$ cat config.mk
export PLATFORM = sky130hd
export DESIGN_NAME = frame_deser
export DESIGN_NICKNAME = d
export VERILOG_FILES = /design/src/rtl/fdes_pkg.sv /design/src/rtl/fdes_lock.sv /design/src/rtl/fdes_collect.sv /design/src/rtl/frame_deser.sv
export SDC_FILE = /design/constraint.sdc
export NUM_CORES = 1
export LEC_CHECK = 0
export ABC_AREA = 1
export BUFFER_PORTS_ARGS = -buffer_cell sky130_fd_sc_hd__buf_2
export CORE_ASPECT_RATIO = 1.1
export CORE_MARGIN = 4
export CORE_UTILIZATION = 54
export DETAILED_ROUTE_END_ITERATION = 12
export GPL_ROUTABILITY_DRIVEN = 0
export PLACE_DENSITY = 0.76
export SLEW_MARGIN = 20
export SYNTH_ARGS = -nofsm -noshare
export SYNTH_HDL_FRONTEND = slang
export SYNTH_SLANG_ARGS = --single-unit
$ cat constraint.sdc
create_clock -name clk -period 1.41 [get_ports clk]
set_clock_uncertainty 0.1 [all_clocks]
set_input_delay 0.282 -clock clk [delete_from_list [all_inputs] [get_ports clk]]
set_output_delay 0.282 -clock clk [all_outputs]
set_load 0.01 [all_outputs]
$ cat src/rtl/fdes_pkg.sv
package fdes_pkg;

    typedef enum logic [1:0] {
        ST_HUNT = 2'd0,
        ST_QUAL = 2'd1,
        ST_LOCK = 2'd2
    } fdes_state_e;

endpackage

$ cat src/rtl/fdes_lock.sv
module fdes_lock #(
    parameter int DATA_W      = 10,
    parameter int QUAL_FRAMES = 80,
    parameter int MISS_LIMIT  = 2,
    localparam int FRAME_W    = DATA_W + 2,
    localparam int POS_W      = $clog2(FRAME_W),
    localparam int CNT_W      = $clog2(QUAL_FRAMES + 1),
    localparam int MISS_W     = $clog2(MISS_LIMIT + 1)
) (
    input  logic             clk,
    input  logic             rst_n,
    input  logic             sleep_n,
    input  logic             bit_vld,
    input  logic             bit_in,
    output logic [POS_W-1:0] pos_o,
    output logic             emit_o,
    output logic             first_bad_o,
    output logic             drop_o,
    output logic             lock_n_o
);
    import fdes_pkg::*;

    localparam logic [POS_W-1:0]  LAST_POS = POS_W'(FRAME_W - 1);
    localparam logic [CNT_W-1:0]  QUAL_MAX = CNT_W'(QUAL_FRAMES);
    localparam logic [MISS_W-1:0] MISS_TOP = MISS_W'(MISS_LIMIT - 1);

    typedef struct packed {
        fdes_state_e       st;
        logic [POS_W-1:0]  pos;
        logic [CNT_W-1:0]  qcnt;
        logic [MISS_W-1:0] miss;
        logic              prev;
        logic              lost;
        logic              lock_n;
    } lock_state_t;

    localparam lock_state_t INIT = '{st: ST_HUNT, pos: '0, qcnt: '0, miss: '0,
                                     prev: 1'b1, lost: 1'b0, lock_n: 1'b1};

    lock_state_t s_d, s_q;
    logic        edge_ok;
    logic        emit_d;
    logic        drop_d;

    always_comb begin
        s_d     = s_q;
        emit_d  = 1'b0;
        drop_d  = 1'b0;
        edge_ok = !s_q.prev && bit_in;
        if (!sleep_n) begin
            s_d = INIT;
        end else if (bit_vld) begin
            s_d.prev = bit_in;
            s_d.pos  = (s_q.pos == LAST_POS) ? '0 : s_q.pos + 1'b1;
            unique case (s_q.st)
                ST_HUNT: begin
                    if (edge_ok) begin
                        s_d.st   = ST_QUAL;
                        s_d.qcnt = CNT_W'(1);
                        s_d.pos  = POS_W'(1);
                    end
                end
                ST_QUAL: begin
                    if (s_q.pos == '0) begin
                        if (!edge_ok) begin
                            s_d.st   = ST_HUNT;
                            s_d.qcnt = '0;
                        end else if (s_q.qcnt != QUAL_MAX) begin
                            s_d.qcnt = s_q.qcnt + 1'b1;
                        end
                    end else if (s_q.pos == LAST_POS && s_q.qcnt == QUAL_MAX) begin
                        s_d.st     = ST_LOCK;
                        s_d.lock_n = 1'b0;
                        s_d.lost   = 1'b0;
                        emit_d     = 1'b1;
                    end
                end
                ST_LOCK: begin
                    if (s_q.pos == '0) begin
                        if (edge_ok) begin
                            s_d.miss = '0;
                        end else if (s_q.miss == MISS_TOP) begin
                            s_d.st     = ST_HUNT;
                            s_d.miss   = '0;
                            s_d.qcnt   = '0;
                            s_d.lock_n = 1'b1;
                            s_d.lost   = 1'b1;
                            drop_d     = 1'b1;
                        end else begin
                            s_d.miss = s_q.miss + 1'b1;
                        end
                    end else if (s_q.pos == LAST_POS) begin
                        emit_d = 1'b1;
                    end
                end
                default: s_d = INIT;
            endcase
        end
    end

    always_ff @(posedge clk or negedge rst_n) begin
        if (!rst_n) s_q <= INIT;
        else        s_q <= s_d;
    end

    assign pos_o       = s_q.pos;
    assign emit_o      = emit_d;
    assign first_bad_o = emit_d && (s_q.st == ST_QUAL) && s_q.lost;
    assign drop_o      = drop_d;
    assign lock_n_o    = s_q.lock_n;

endmodule

$ cat src/rtl/fdes_collect.sv
module fdes_collect #(
    parameter int DATA_W = 10,
    localparam int POS_W = $clog2(DATA_W + 2)
) (
    input  logic              clk,
    input  logic              rst_n,
    input  logic              bit_vld,
    input  logic              bit_in,
    input  logic [POS_W-1:0]  pos,
    output logic [DATA_W-1:0] word_o
);
    logic [DATA_W-1:0] slot_d, slot_q;

    for (genvar i = 0; i < DATA_W; i++) begin : g_slot
        assign slot_d[i] = (bit_vld && pos == POS_W'(i + 1)) ? bit_in : slot_q[i];
    end

    always_ff @(posedge clk or negedge rst_n) begin
        if (!rst_n) slot_q <= '0;
        else        slot_q <= slot_d;
    end

    assign word_o = slot_q;

endmodule

$ cat src/rtl/frame_deser.sv
module frame_deser #(
    parameter int DATA_W      = 10,
    parameter int QUAL_FRAMES = 80,
    parameter int MISS_LIMIT  = 2,
    localparam int POS_W      = $clog2(DATA_W + 2)
) (
    input  logic              clk,
    input  logic              rst_n,
    input  logic              sleep_n,
    input  logic              out_en,
    input  logic              bit_vld,
    input  logic              bit_in,
    output logic [DATA_W-1:0] word_o,
    output logic              word_vld_o,
    output logic              lock_n_o,
    output logic              suspect_o
);
    typedef struct packed {
        logic [DATA_W-1:0] word;
        logic              vld;
        logic              susp;
    } out_reg_t;

    out_reg_t          o_d, o_q;
    logic [POS_W-1:0]  pos;
    logic              emit;
    logic              first_bad;
    logic              drop;
    logic [DATA_W-1:0] gathered;

    fdes_lock #(
        .DATA_W     (DATA_W),
        .QUAL_FRAMES(QUAL_FRAMES),
        .MISS_LIMIT (MISS_LIMIT)
    ) u_lock (
        .clk        (clk),
        .rst_n      (rst_n),
        .sleep_n    (sleep_n),
        .bit_vld    (bit_vld),
        .bit_in     (bit_in),
        .pos_o      (pos),
        .emit_o     (emit),
        .first_bad_o(first_bad),
        .drop_o     (drop),
        .lock_n_o   (lock_n_o)
    );

    fdes_collect #(
        .DATA_W(DATA_W)
    ) u_collect (
        .clk    (clk),
        .rst_n  (rst_n),
        .bit_vld(bit_vld),
        .bit_in (bit_in),
        .pos    (pos),
        .word_o (gathered)
    );

    always_comb begin
        o_d      = o_q;
        o_d.vld  = emit;
        o_d.susp = first_bad;
        if (emit)      o_d.word = gathered;
        else if (drop) o_d.word = '0;
        if (!sleep_n)  o_d = '0;
    end

    always_ff @(posedge clk or negedge rst_n) begin
        if (!rst_n) o_q <= '0;
        else        o_q <= o_d;
    end

    assign word_o     = out_en ? o_q.word : '0;
    assign word_vld_o = out_en && o_q.vld;
    assign suspect_o  = out_en && o_q.susp;

endmodule

==> load_flow_metrics.sql, run 1 <==
INSERT INTO impl_metrics (metric_group, metric, value, unit) VALUES
('route', 'dr.first_iter.drc_count', '264', ''),
('final_layout', 'final_cell_count_without_fillers', '446', ''),
('sta', 'setup-tns-final', '-7.01', 'ns'),
('sta', 'worst_slew_margin_rel', '76.0', '%'),
('die', 'fp.dieW', '70.5', 'um'),
('yosys', 'synth-seq-cells', '40', ''),
('yosys', 'synthesized_net_count', '331', ''),
('placed_design', 'placed_area', '0.00287', 'sq mm'),
('yosys', 'synth.cell_area', '0.00232', 'sq mm'),
('global_route', 'grt_pass1_vias', '2302', ''),
('die', 'core_area', '0.00405', 'sq mm'),
('route', 'totalWireLength', '7.50', 'mm'),
('sta', 'worst_slack', '-0.340', 'ns'),
('hold_path', 'timing.hold.worst.class', 'primary input to register', ''),
('placed_design', 'dpl.cell_count', '425', ''),
('sta', 'fmaxAchievable', '572', 'MHz'),
('power_and_ir_drop', 'power_frac_seq', '45.7', '%'),
('critical_path', 'cp.required', '1.56', 'ns'),
('route', 'pre_antenna_drt_iters', '5', ''),
('die', 'die-area', '0.00542', 'sq mm'),
('critical_path', 'crit_type', 'register to register', ''),
('power_and_ir_drop', 'combinationalPowerShare', '17.8', '%'),
('global_route', 'overall_global_routing_usage', '23.1', '%'),
('power_and_ir_drop', 'power_per_unit_of_standard_cell_area', '815', 'mW/mm^2'),
('power_and_ir_drop', 'fraction_of_power_spent_switching_nets', '29.4', '%'),
('cts', 'cts.htree.levels', '2', ''),
('critical_path', 'r2r-start', 'u_lock.s_q[17]', ''),
('yosys', 'yosys.cell_types.count', '25', ''),
('cts', 'clock-root-buffer', 'sky130_fd_sc_hd__clkbuf_8', ''),
('route', 'final_antenna_net_count', '0', ''),
('die', 'chipHeight', '76.8', 'um'),
('final_layout', 'layout_commonest_cell', 'sky130_fd_sc_hd__nand2_1', ''),
('critical_path', 'maximum_net_fanout_on_the_critical_path', '7', ''),
('route', 'drc_errors', '0', ''),
('final_layout', 'final_area', '0.00340', 'sq mm'),
('critical_path', 'critical_path.cell_chain', 'ha_4 > nand2_4 > inv_6 > nand2_4 > inv_1 > nor2_1 > nand2_1 > nor2_4 > nand2_1 > nand2_1', ''),
('yosys', 'synth.avg_cell_area', '7.40', 'sq um'),
('cts', 'clk_pin_slew', '0.09', 'ns'),
('power_and_ir_drop', 'total_switching_power', '0.814', 'mW'),
('critical_path', 'cpPeakStageDelay', '0.45', 'ns'),
('sta', 'hold_viol_final', '0', ''),
('power_and_ir_drop', 'clockPowerShare', '36.6', '%'),
('critical_path', 'worst_path_max_delay_cell', 'sky130_fd_sc_hd__dfrtp_2', ''),
('power_and_ir_drop', 'leakage', '1.81', 'nW'),
('cts', 'cts_tree', 'built', ''),
('sta', 'report.final.slew_viol_count', '0', ''),
('yosys', 'ys.warnings.count', '0', ''),
('final_layout', 'finalNetCount', '410', ''),
('sta', 'report.final.setup_viol', '33', ''),
('critical_path', 'critical_path_source', 'u_lock.s_q[17]', ''),
('sta', 'hold_slack', '0.163', 'ns'),
('power_and_ir_drop', 'cellInternalPower', '1.96', 'mW'),
('sta', 'min_period', '1.75', 'ns'),
('cts', 'clock_insertion_delay_worst_skew', '0.31', 'ns'),
('final_layout', 'n_antenna_cell', '0', ''),
('hold_path', 'holdCritStartpoint', 'bit_in', ''),
('sta', 'worst_slew_pin_slew', '0.360', 'ns'),
('global_route', 'grt_pass1_wl', '10.2', 'mm'),
('critical_path', 'most_common_cell_on_crit_path', 'sky130_fd_sc_hd__nand2_1', ''),
('placed_design', 'placement.io_buffers', '18', ''),
('final_layout', 'areaGrowthSynthToFinish', '46.4', '%'),
('yosys', 'ys_seq_area_share', '43.2', '%'),
('route', 'post_drt_wl_per_cell', '16.8', 'um'),
('run_status', 'failing_checks', 'setup timing', ''),
('die', 'core.rowCount', '24', ''),
('cts', 'cts_inserted_buffers', '5', ''),
('global_route', 'grt_max_degree', '41', ''),
('cts', 'clk_path_buf_depth', '2', ''),
('run_status', 'status', 'complete, but fails checks', ''),
('die', 'design.portCount', '19', ''),
('final_layout', 'post_route_cells_drive_above_1_share', '43.9', '%');
==> logic make-up after synthesis <==
group	synth area share, %
AND/OR/NAND/NOR	33.7
buffers and inverters	9.75
flip-flops	43.2
AO/OA/AOI/OAI	7.43
adder cells (fa/ha/maj)	5.92
==> power groups by stage <==
stage	Sequential, mW	Combinational (mW)	Clock, mW
floorplan	1.27	0.184	0
global placement	1.27	0.336	0
detailed placement	1.27	0.345	0
CTS	1.25	0.393	0.995
global route	1.27	0.528	1.07
finish	1.27	0.492	1.01
==> registers in the layout, indices dropped and copies added (netlist names) <==
name and cells:
u_lock.s_q 13, o_q 12, u_collect.word_o 10, u_lock.pos_o 4, u_lock.lock_n_o 1
==> cell usage after synthesis, drive strengths merged <==
cell type | n | share of area (%)
nand2 | 99 | 16
inv | 47 | 7.6
dfrtp | 38 | 41
nand3 | 29 | 6.2
nor2 | 26 | 5.4
nand4 | 14 | 3.8
a21oi | 11 | 2.4
ha | 11 | 5.9
o21ai | 11 | 2.4
a31oi | 6 | 1.6
buf | 6 | 1.7
nor3 | 4 | 1.1
o22ai | 4 | 1.1
clkbuf | 3 | 0.48
dfstp | 2 | 2.3
nand3b | 2 | 0.65
or2 | 1 | 0.27
==> through the flow <==
| step | power [mW] | utilization (%) | setup slack [ns] |
|---|---|---|---|
| detailed placement | 1.62 | 70.9 | -0.251 |
| global placement | 1.61 | 70.9 | -0.175 |
| CTS | 2.64 | 78.1 | -0.175 |
| global route | 2.87 | 83.9 | -0.388 |
| floorplan | 1.45 | - | -0.115 |
| finish | 2.77 | 83.9 | -0.340 |
==> cell type report <==
cell class                 count  area (sq um)
fill                         223           653
clock inverter                 3          46.3
clock buffer                   5          68.8
multi-input combinational    218          1420
sequential                    40          1010
timing repair buffer          81           616
tap                           52          65.1
inverter                      47           181
==> layer usage <==
metal,vias to the layer above,GRT usage (%),share of wire [%]
li1,1163,-,-
met1,1196,27.7,37
met2,175,41.4,50
met3,42,4.44,7.8
met4,0,7.14,5.3
met5,-,0,0
==> critical path, delay by kind of cell (launching register included) <==
family	cells	cell delay, ns
adder cells (fa/ha/maj)	1	0.20
buffers and inverters	2	0.11
AND/OR/NAND/NOR	7	0.84
flip-flops	1	0.45
==> final timing paths <==
path / end / cells after the start / slack, ns
max: u_lock.s_q[7] / 10 / -0.34
min: u_lock.s_q[2] / 3 / 0.16
max reg2reg: u_lock.s_q[7] / 10 / -0.34
min reg2reg: u_lock.lock_n_o / 2 / 0.38
max in group asynchronous: u_lock.lock_n_o / 3 / 0.58
min in group asynchronous: u_lock.pos_o[2] / 3 / 0.36
==> timing repair <==
| action | in CTS | in global routing |
|---|---|---|
| setup buffers | 6 | 6 |
| gates resized for setup | 38 | 51 |
| hold endpoints to repair | 38 | 0 |
| hold buffers | 1 | 0 |
| setup endpoints to repair | 29 | 39 |
| pin swaps | 10 | 18 |
| cloned | 1 | 0 |
(Power assumes the default switching activity.)
==> run 2: changes to the inputs <==
Settings changed: CELL_PAD_IN_SITES_DETAIL_PLACEMENT set to 1, CELL_PAD_IN_SITES_GLOBAL_PLACEMENT set to 1, CORE_UTILIZATION 54 to 39, PLACE_DENSITY 0.76 to unset, PLACE_DENSITY_LB_ADDON set to 0.1.
==> run 2 against run 1 <==
Effect of this change: the run still ends with setup timing left; sequential power is essentially flat; combinational power shrank 5.7%; final cell count grew 5.2%; core utilization shrank 25 points; non-clock buffer count shrank 2; clock-buffer cell count is the same; register-to-register slack is essentially flat; die area grew 34%; design area shrank 0.55%; total power shrank 2.2%; first-iteration DRC count shrank 69%; critical endpoint unchanged; largest cell class unchanged.
==> load_flow_metrics.sql, run 2 (synthesized netlist as in run 1, its figures left out) <==
INSERT INTO impl_metrics (metric_group, metric, value, unit) VALUES
('run_status', 'status', 'complete, but fails checks', ''),
('run_status', 'failing_checks', 'setup timing', ''),
('critical_path', 'r2r-start', 'u_lock.pos_o[0]', ''),
('critical_path', 'worst-r2r-setup-slack', '-0.33', 'ns'),
('placed_design', 'placement.io_buffers', '18', ''),
('cts', 'cts.htree.levels', '2', ''),
('sta', 'worst_slew_margin_rel', '75.8', '%'),
('critical_path', 'cpPeakStageDelay', '0.44', 'ns'),
('final_layout', 'post_route_cells_drive_above_1_share', '42.1', '%'),
('hold_path', 'timing.hold.worst.class', 'primary input to register', ''),
('die', 'core_area', '0.00577', 'sq mm'),
('global_route', 'overall_global_routing_usage', '19.5', '%'),
('sta', 'hold_viol_final', '0', ''),
('final_layout', 'finalNetCount', '408', ''),
('placed_design', 'detailedPlace.worstSlack', '-0.333', 'ns'),
('cts', 'clock_insertion_delay_worst_skew', '0.30', 'ns'),
('sta', 'hold_slack', '0.224', 'ns'),
('final_layout', 'final_cell_count_without_fillers', '469', ''),
('critical_path', 'worst_path_max_delay_cell', 'sky130_fd_sc_hd__dfrtp_1', ''),
('cts', 'clock-sinks', '40', ''),
('hold_path', 'holdCritStartpoint', 'bit_in', ''),
('critical_path', 'rr_worst_depth', '8', ''),
('die', 'chipHeight', '89.0', 'um'),
('die', 'starting_density', '40.3', '%'),
('critical_path', 'most_common_cell_on_crit_path', 'sky130_fd_sc_hd__nand2_1', ''),
('hold_path', 'holdPathStages', '3', ''),
('critical_path', 'r2r_endpoint', 'u_lock.s_q[7]', ''),
('route', 'dr.first_iter.drc_count', '81', ''),
('critical_path', 'crit_path_start_kind', 'register', ''),
('cts', 'clk_pin_slew', '0.08', 'ns'),
('final_layout', 'largest-register', 'u_lock.s_q', ''),
('job', 'drv_cap', '0', ''),
('power_and_ir_drop', 'vdd.ir_drop.worst', '0.000433', 'V'),
('sta', 'report.final.slew_viol_count', '0', ''),
('global_route', 'grt.overflow.total', '0', ''),
('critical_path', 'critPathArrivalTime', '1.88', 'ns'),
('final_layout', 'fill_cells', '717', ''),
('final_layout', 'areaGrowthSynthToFinish', '45.6', '%'),
('global_route', 'grt_max_degree', '41', ''),
('die', 'die-area', '0.00726', 'sq mm'),
('cts', 'cts_inserted_buffers', '5', ''),
('sta', 'rsz0062_at_grt', 'yes', ''),
('route', 'totalWireLength', '7.46', 'mm'),
('hold_path', 'worst_hold_path.endpoint', 'u_lock.s_q[2]', ''),
('cts', 'clock-root-buffer', 'sky130_fd_sc_hd__clkbuf_8', ''),
('route', 'pre_antenna_drt_iters', '4', ''),
('sta', 'worst_slew_pin_slew', '0.362', 'ns'),
('final_layout', 'final_cell_mix', '80 x sky130_fd_sc_hd__nand2_1, 52 x sky130_fd_sc_hd__buf_4, 36 x sky130_fd_sc_hd__dfrtp_1', ''),
('route', 'vias', '2381', ''),
('sta', 'layout_worst_path_cycle_share', '123', '%'),
('placed_design', 'dpl.cell_count', '450', ''),
('final_layout', 'final_cell_utilization_of_the_core', '58.6', '%'),
('global_route', 'grt_antenna_before_repair', '0', ''),
('critical_path', 'cp.required', '1.55', 'ns'),
('sta', 'fmaxAchievable', '575', 'MHz'),
('sta', 'report.final.setup_viol', '33', ''),
('global_route', 'grt_pass1_vias', '2374', ''),
('critical_path', 'setup.worst_path.end_class', 'register', ''),
('power_and_ir_drop', 'power_per_unit_of_standard_cell_area', '802', 'mW/mm^2'),
('global_route', 'grt_pass1_wl', '11.0', 'mm'),
('die', 'design.portCount', '19', ''),
('critical_path', 'critical_path.cell_chain', 'inv_2 > ha_4 > nand2_2 > a21oi_2 > nand2_1 > nor2_4 > nand2_1 > nand2_1', ''),
('placed_design', 'dp_hpwl', '4.77', 'mm'),
('final_layout', 'layout_commonest_cell', 'sky130_fd_sc_hd__nand2_1', ''),
('final_layout', 'n_antenna_cell', '0', ''),
('route', 'detail_route.vias_per_cell', '5.08', ''),
('final_layout', 'largest_register_ff_count', '13', ''),
('power_and_ir_drop', 'leakage', '1.79', 'nW'),
('cts', 'cts_tree', 'built', ''),
('sta', 'worst_slack', '-0.328', 'ns'),
('route', 'final_antenna_net_count', '0', ''),
('route', 'drc_errors', '0', ''),
('die', 'core.rowCount', '29', ''),
('die', 'fp.dieW', '81.6', 'um'),
('cts', 'clk_path_buf_depth', '2', ''),
('critical_path', 'crit_type', 'register to register', ''),
('route', 'post_drt_wl_per_cell', '15.9', 'um'),
('critical_path', 'critical_path_source', 'u_lock.pos_o[0]', ''),
('critical_path', 'maximum_net_fanout_on_the_critical_path', '7', ''),
('sta', 'min_period', '1.74', 'ns');
## run 2: metrics by stage
step	area [sq um]	setup TNS (ns)	power [mW]
global route	3380	-8.48	2.85
detailed placement	2900	-6.66	1.64
CTS	3090	-5.17	2.66
floorplan	2380	-2.04	1.45
finish	3380	-5.79	2.71
global placement	2900	-5.78	1.62
## run 2: layout make-up
class / instances / area, sq um / area share [%]
flip-flops and latches: 40 / 1010 / 29.7
multi-input cells: 218 / 1380 / 40.9
well taps: 77 / 96.3 / 2.85
clock buffers: 5 / 68.8 / 2.03
repair buffers: 79 / 589 / 17.4
inverters: 47 / 191 / 5.66
clock inverters: 3 / 47.5 / 1.41
## run 2: worst max path at each step
stage | endpoint | slack [ns]
2_1_floorplan | u_lock.s_q[7] | -0.12
3_3_place_gp | u_lock.s_q[8] | -0.28
3_5_place_dp | u_lock.s_q[5] | -0.33
4_1_cts | o_q[3] | -0.22
5_1_grt | u_lock.s_q[7] | -0.44
6_report | u_lock.s_q[7] | -0.33
## run 2: metal layers
| metal | vias to the layer above | GRT usage, % | part of all wire, % |
|---|---|---|---|
| met4 | 0 | 6.65 | 2.3 |
| li1 | 1159 | - | - |
| met5 | - | 0 | 0 |
| met2 | 39 | 35.1 | 54 |
| met1 | 1170 | 23.8 | 40 |
| met3 | 13 | 2.82 | 2.8 |
## run 2: report_power, final
part / total [mW] / internal [mW] / switching, mW / leakage, nW
logic: 0.464 / 0.198 / 0.266 / 1.19
registers: 1.26 / 1.21 / 0.0496 / 0.539
clock network: 0.983 / 0.533 / 0.450 / 0.0583
## run 2: what timing repair did
item	CTS	global route
hold buffers	1	0
gates cloned	0	1
setup endpoints to repair	32	35
buffers inserted	2	8
resized for setup	16	64
hold endpoints to repair	38	0
pin swaps	3	17
## run 2: critical path, delay by kind of cell, from the launching register on
kind,cells,cell delay (ns)
AO/OA/AOI/OAI,1,0.21
adder cells (fa/ha/maj),1,0.16
buffers and inverters,1,0.11
AND/OR/NAND/NOR,5,0.65
flip-flops,1,0.44
==> run 3: changes to the inputs <==
Settings changed: ABC_AREA 1 to unset, ABC_CLOCK_PERIOD_IN_PS set to 1410, CORE_UTILIZATION 39 to 42.
==> run 3 against run 2 <==
Effect of this change: the run still ends with setup timing left; synthesized cell count fell by 23%; global-route usage is 8.1 points higher; fmax fell by 18%; synthesized area up 2.7%; combinational power is 21% higher; core utilization is 8.9 points higher; sequential power barely moved; clock power increased by 9.9%; die area shrank 4.2%; final cell count is 13% lower; largest cell class unchanged.
==> load_flow_metrics.sql, run 3 <==
INSERT INTO impl_metrics (metric_group, metric, value, unit) VALUES
('run_status', 'status', 'complete, but fails checks', ''),
('run_status', 'failing_checks', 'setup timing', ''),
('placed_design', 'detailedPlace.worstSlack', '-0.833', 'ns'),
('sta', 'rsz0062_at_grt', 'yes', ''),
('yosys', 'ys.warnings.count', '0', ''),
('final_layout', 'n_antenna_cell', '0', ''),
('cts', 'cts_inserted_buffers', '5', ''),
('placed_design', 'placement.io_buffers', '18', ''),
('cts', 'clk_pin_slew', '0.09', 'ns'),
('critical_path', 'crit_path_start_kind', 'register', ''),
('final_layout', 'largest_register_ff_count', '13', ''),
('global_route', 'grt.overflow.total', '0', ''),
('die', 'starting_density', '44.0', '%'),
('hold_path', 'holdPathStages', '3', ''),
('cts', 'cts_tree', 'built', ''),
('yosys', 'edff_count_synth', '0', ''),
('cts', 'clock-root-buffer', 'sky130_fd_sc_hd__clkbuf_8', ''),
('route', 'detail_route.vias_per_cell', '5.65', ''),
('yosys', 'synthesized_net_count', '260', ''),
('global_route', 'grt_pass1_wl', '14.4', 'mm'),
('sta', 'hold_viol_final', '0', ''),
('route', 'vias', '2312', ''),
('yosys', 'synth.avg_cell_area', '9.82', 'sq um'),
('yosys', 'synth-seq-cells', '40', ''),
('die', 'chipHeight', '87.1', 'um'),
('critical_path', 'cp.required', '1.57', 'ns'),
('die', 'die-area', '0.00696', 'sq mm'),
('sta', 'fmaxAchievable', '471', 'MHz'),
('yosys', 'yosys.cell_types.count', '52', ''),
('sta', 'hold_slack', '0.325', 'ns'),
('critical_path', 'critical_path.cell_chain', 'inv_2 > ha_4 > or3b_4 > buf_6 > o311a_4 > nor3b_4 > o32a_1', ''),
('sta', 'worst_slew_margin_rel', '72.1', '%'),
('final_layout', 'fill_cells', '580', ''),
('critical_path', 'crit_type', 'register to register', ''),
('placed_design', 'dp_hpwl', '5.08', 'mm'),
('die', 'design.portCount', '19', ''),
('yosys', 'yosysTopAreaCell', 'sky130_fd_sc_hd__dfrtp_1', ''),
('hold_path', 'timing.hold.worst.class', 'primary input to register', ''),
('cts', 'cts.htree.levels', '2', ''),
('yosys', 'synth_async_sr_flop_share', '100', '%'),
('sta', 'min_period', '2.12', 'ns'),
('critical_path', 'setup.worst_path.end_class', 'register', ''),
('final_layout', 'layout_commonest_cell', 'sky130_fd_sc_hd__buf_4', ''),
('yosys', 'synth-main-ff-cell', 'sky130_fd_sc_hd__dfrtp_1', ''),
('yosys', 'synth.top_cells.by_count', '38 x sky130_fd_sc_hd__dfrtp_1, 38 x sky130_fd_sc_hd__nand2_1, 17 x sky130_fd_sc_hd__nand3_1', ''),
('critical_path', 'worst_path_max_delay_cell', 'sky130_fd_sc_hd__or3b_4', ''),
('final_layout', 'areaGrowthSynthToFinish', '53.6', '%'),
('job', 'drv_cap', '0', ''),
('route', 'post_drt_wl_per_cell', '22.6', 'um'),
('yosys', 'ys_seq_area_share', '42.0', '%'),
('critical_path', 'maximum_net_fanout_on_the_critical_path', '5', ''),
('final_layout', 'final_cell_utilization_of_the_core', '67.5', '%'),
('global_route', 'grt_max_degree', '41', ''),
('yosys', 'post_synth_main_area_contributors', 'sky130_fd_sc_hd__dfrtp_1 40%, sky130_fd_sc_hd__nand2_1 6.0%, sky130_fd_sc_hd__ha_1 5.8%', ''),
('route', 'dr.first_iter.drc_count', '119', ''),
('sta', 'report.final.setup_viol', '40', ''),
('critical_path', 'crit_family', 'simple AND/OR/NAND/NOR gates', ''),
('route', 'totalWireLength', '9.23', 'mm'),
('yosys', 'post-synth-top-area-fraction', '39.8', '%'),
('final_layout', 'largest-register', 'u_lock.s_q', ''),
('critical_path', 'worst-path-buf-inv', '2', ''),
('yosys', 'synth.cell_area', '0.00239', 'sq mm'),
('critical_path', 'critPathArrivalTime', '2.28', 'ns'),
('sta', 'worst_slack', '-0.713', 'ns'),
('power_and_ir_drop', 'vdd.ir_drop.worst', '0.000428', 'V'),
('global_route', 'overall_global_routing_usage', '27.6', '%'),
('power_and_ir_drop', 'power_per_unit_of_standard_cell_area', '784', 'mW/mm^2'),
('sta', 'report.final.slew_viol_count', '0', ''),
('yosys', 'cells_after_synth', '243', ''),
('cts', 'clk_path_buf_depth', '2', ''),
('die', 'core_area', '0.00543', 'sq mm'),
('global_route', 'grt_pass1_vias', '2553', ''),
('final_layout', 'final_cell_mix', '54 x sky130_fd_sc_hd__buf_4, 37 x sky130_fd_sc_hd__nand2_1, 37 x sky130_fd_sc_hd__dfrtp_1', ''),
('route', 'drc_errors', '0', ''),
('critical_path', 'crit_cells', '7', ''),
('cts', 'clock-sinks', '40', ''),
('global_route', 'grt_antenna_before_repair', '0', ''),
('die', 'fp.dieW', '79.9', 'um'),
('sta', 'layout_worst_path_cycle_share', '151', '%'),
('critical_path', 'rr_worst_depth', '7', ''),
('final_layout', 'finalNetCount', '350', ''),
('route', 'pre_antenna_drt_iters', '4', ''),
('cts', 'clock_insertion_delay_worst_skew', '0.31', 'ns'),
('power_and_ir_drop', 'leakage', '1.57', 'nW'),
('critical_path', 'cpPeakStageDelay', '0.41', 'ns'),
('route', 'final_antenna_net_count', '0', ''),
('sta', 'worst_slew_pin_slew', '0.418', 'ns'),
('sta', 'setup-tns-final', '-19.14', 'ns'),
('final_layout', 'post_route_cells_drive_above_1_share', '49.7', '%'),
('die', 'core.rowCount', '28', '');
run 3: power breakdown:
group,switching [mW],internal [mW],total [mW]
combinational,0.306,0.254,0.560
clock,0.455,0.625,1.08
sequential,0.0374,1.20,1.23
run 3: worst register-to-register path, stage by stage (launching register included):
cell                      delay [ns]
sky130_fd_sc_hd__dfrtp_1        0.39
sky130_fd_sc_hd__inv_2          0.09
sky130_fd_sc_hd__ha_4           0.14
sky130_fd_sc_hd__or3b_4         0.41
sky130_fd_sc_hd__buf_6          0.15
sky130_fd_sc_hd__o311a_4        0.32
sky130_fd_sc_hd__nor3b_4        0.27
sky130_fd_sc_hd__o32a_1         0.20
run 3: per-layer routing:
layer / GRT usage, % / share of wire, % / up-vias / routed length (um)
li1: - / - / 1044 / -
met1: 33.3 / 43 / 1193 / 4010
met2: 48.7 / 51 / 55 / 4720
met3: 5.18 / 3.3 / 20 / 309
met4: 9.68 / 2.1 / 0 / 198
met5: 0 / 0 / - / 0
run 3: area by class of cell:
cell class	count	area, sq um	area share [%]
clock buffers	7	96.3	2.63
clock inverters	1	30.0	0.819
inverters	16	60.1	1.64
multi-input cells	177	1640	44.6
flip-flops and latches	40	1000	27.4
well taps	75	93.8	2.56
repair buffers	93	746	20.3
run 3: worst paths after layout:
| kind | startpoint | endpoint | slack [ns] |
|---|---|---|---|
| setup / recovery | u_lock.pos_o[0] | u_lock.lock_n_o | -0.71 |
| hold / removal | sleep_n | u_lock.s_q[2] | 0.32 |
| setup reg to reg | u_lock.pos_o[0] | u_lock.lock_n_o | -0.71 |
| hold reg to reg | u_lock.s_q[4] | u_lock.s_q[4] | 0.42 |
| max in group asynchronous | rst_n | u_lock.lock_n_o | 0.57 |
| min in group asynchronous | rst_n | o_q[3] | 0.37 |
run 3: timing repair:
item,4_1_cts,5_1_grt
gates resized for setup,56,29
setup buffers,10,13
endpoints found under the setup margin,40,41
pin swaps,20,16
gates cloned,2,0
hold buffers,1,0
hold endpoints to repair,38,0
run 3: cell families after synthesis:
kind of cell / count (synthesis) / share of synthesized area (%)
and+or+nand+nor: 108 / 23.8
DFF: 40 / 42.0
AOI/OAI and AO/OA: 35 / 13.6
buffers and inverters: 27 / 4.93
muxes: 22 / 9.80
adders and majority gates: 11 / 5.77
run 3: stage by stage:
stage                     std cells  instance area, sq um  total power, mW
after CTS                       403                  3500             2.78
after floorplan                 243                  2440             1.45
after global routing            409                  3670             2.99
after global placement          385                  3040             1.62
final                           409                  3670             2.87
after detailed placement        385                  3040             1.64
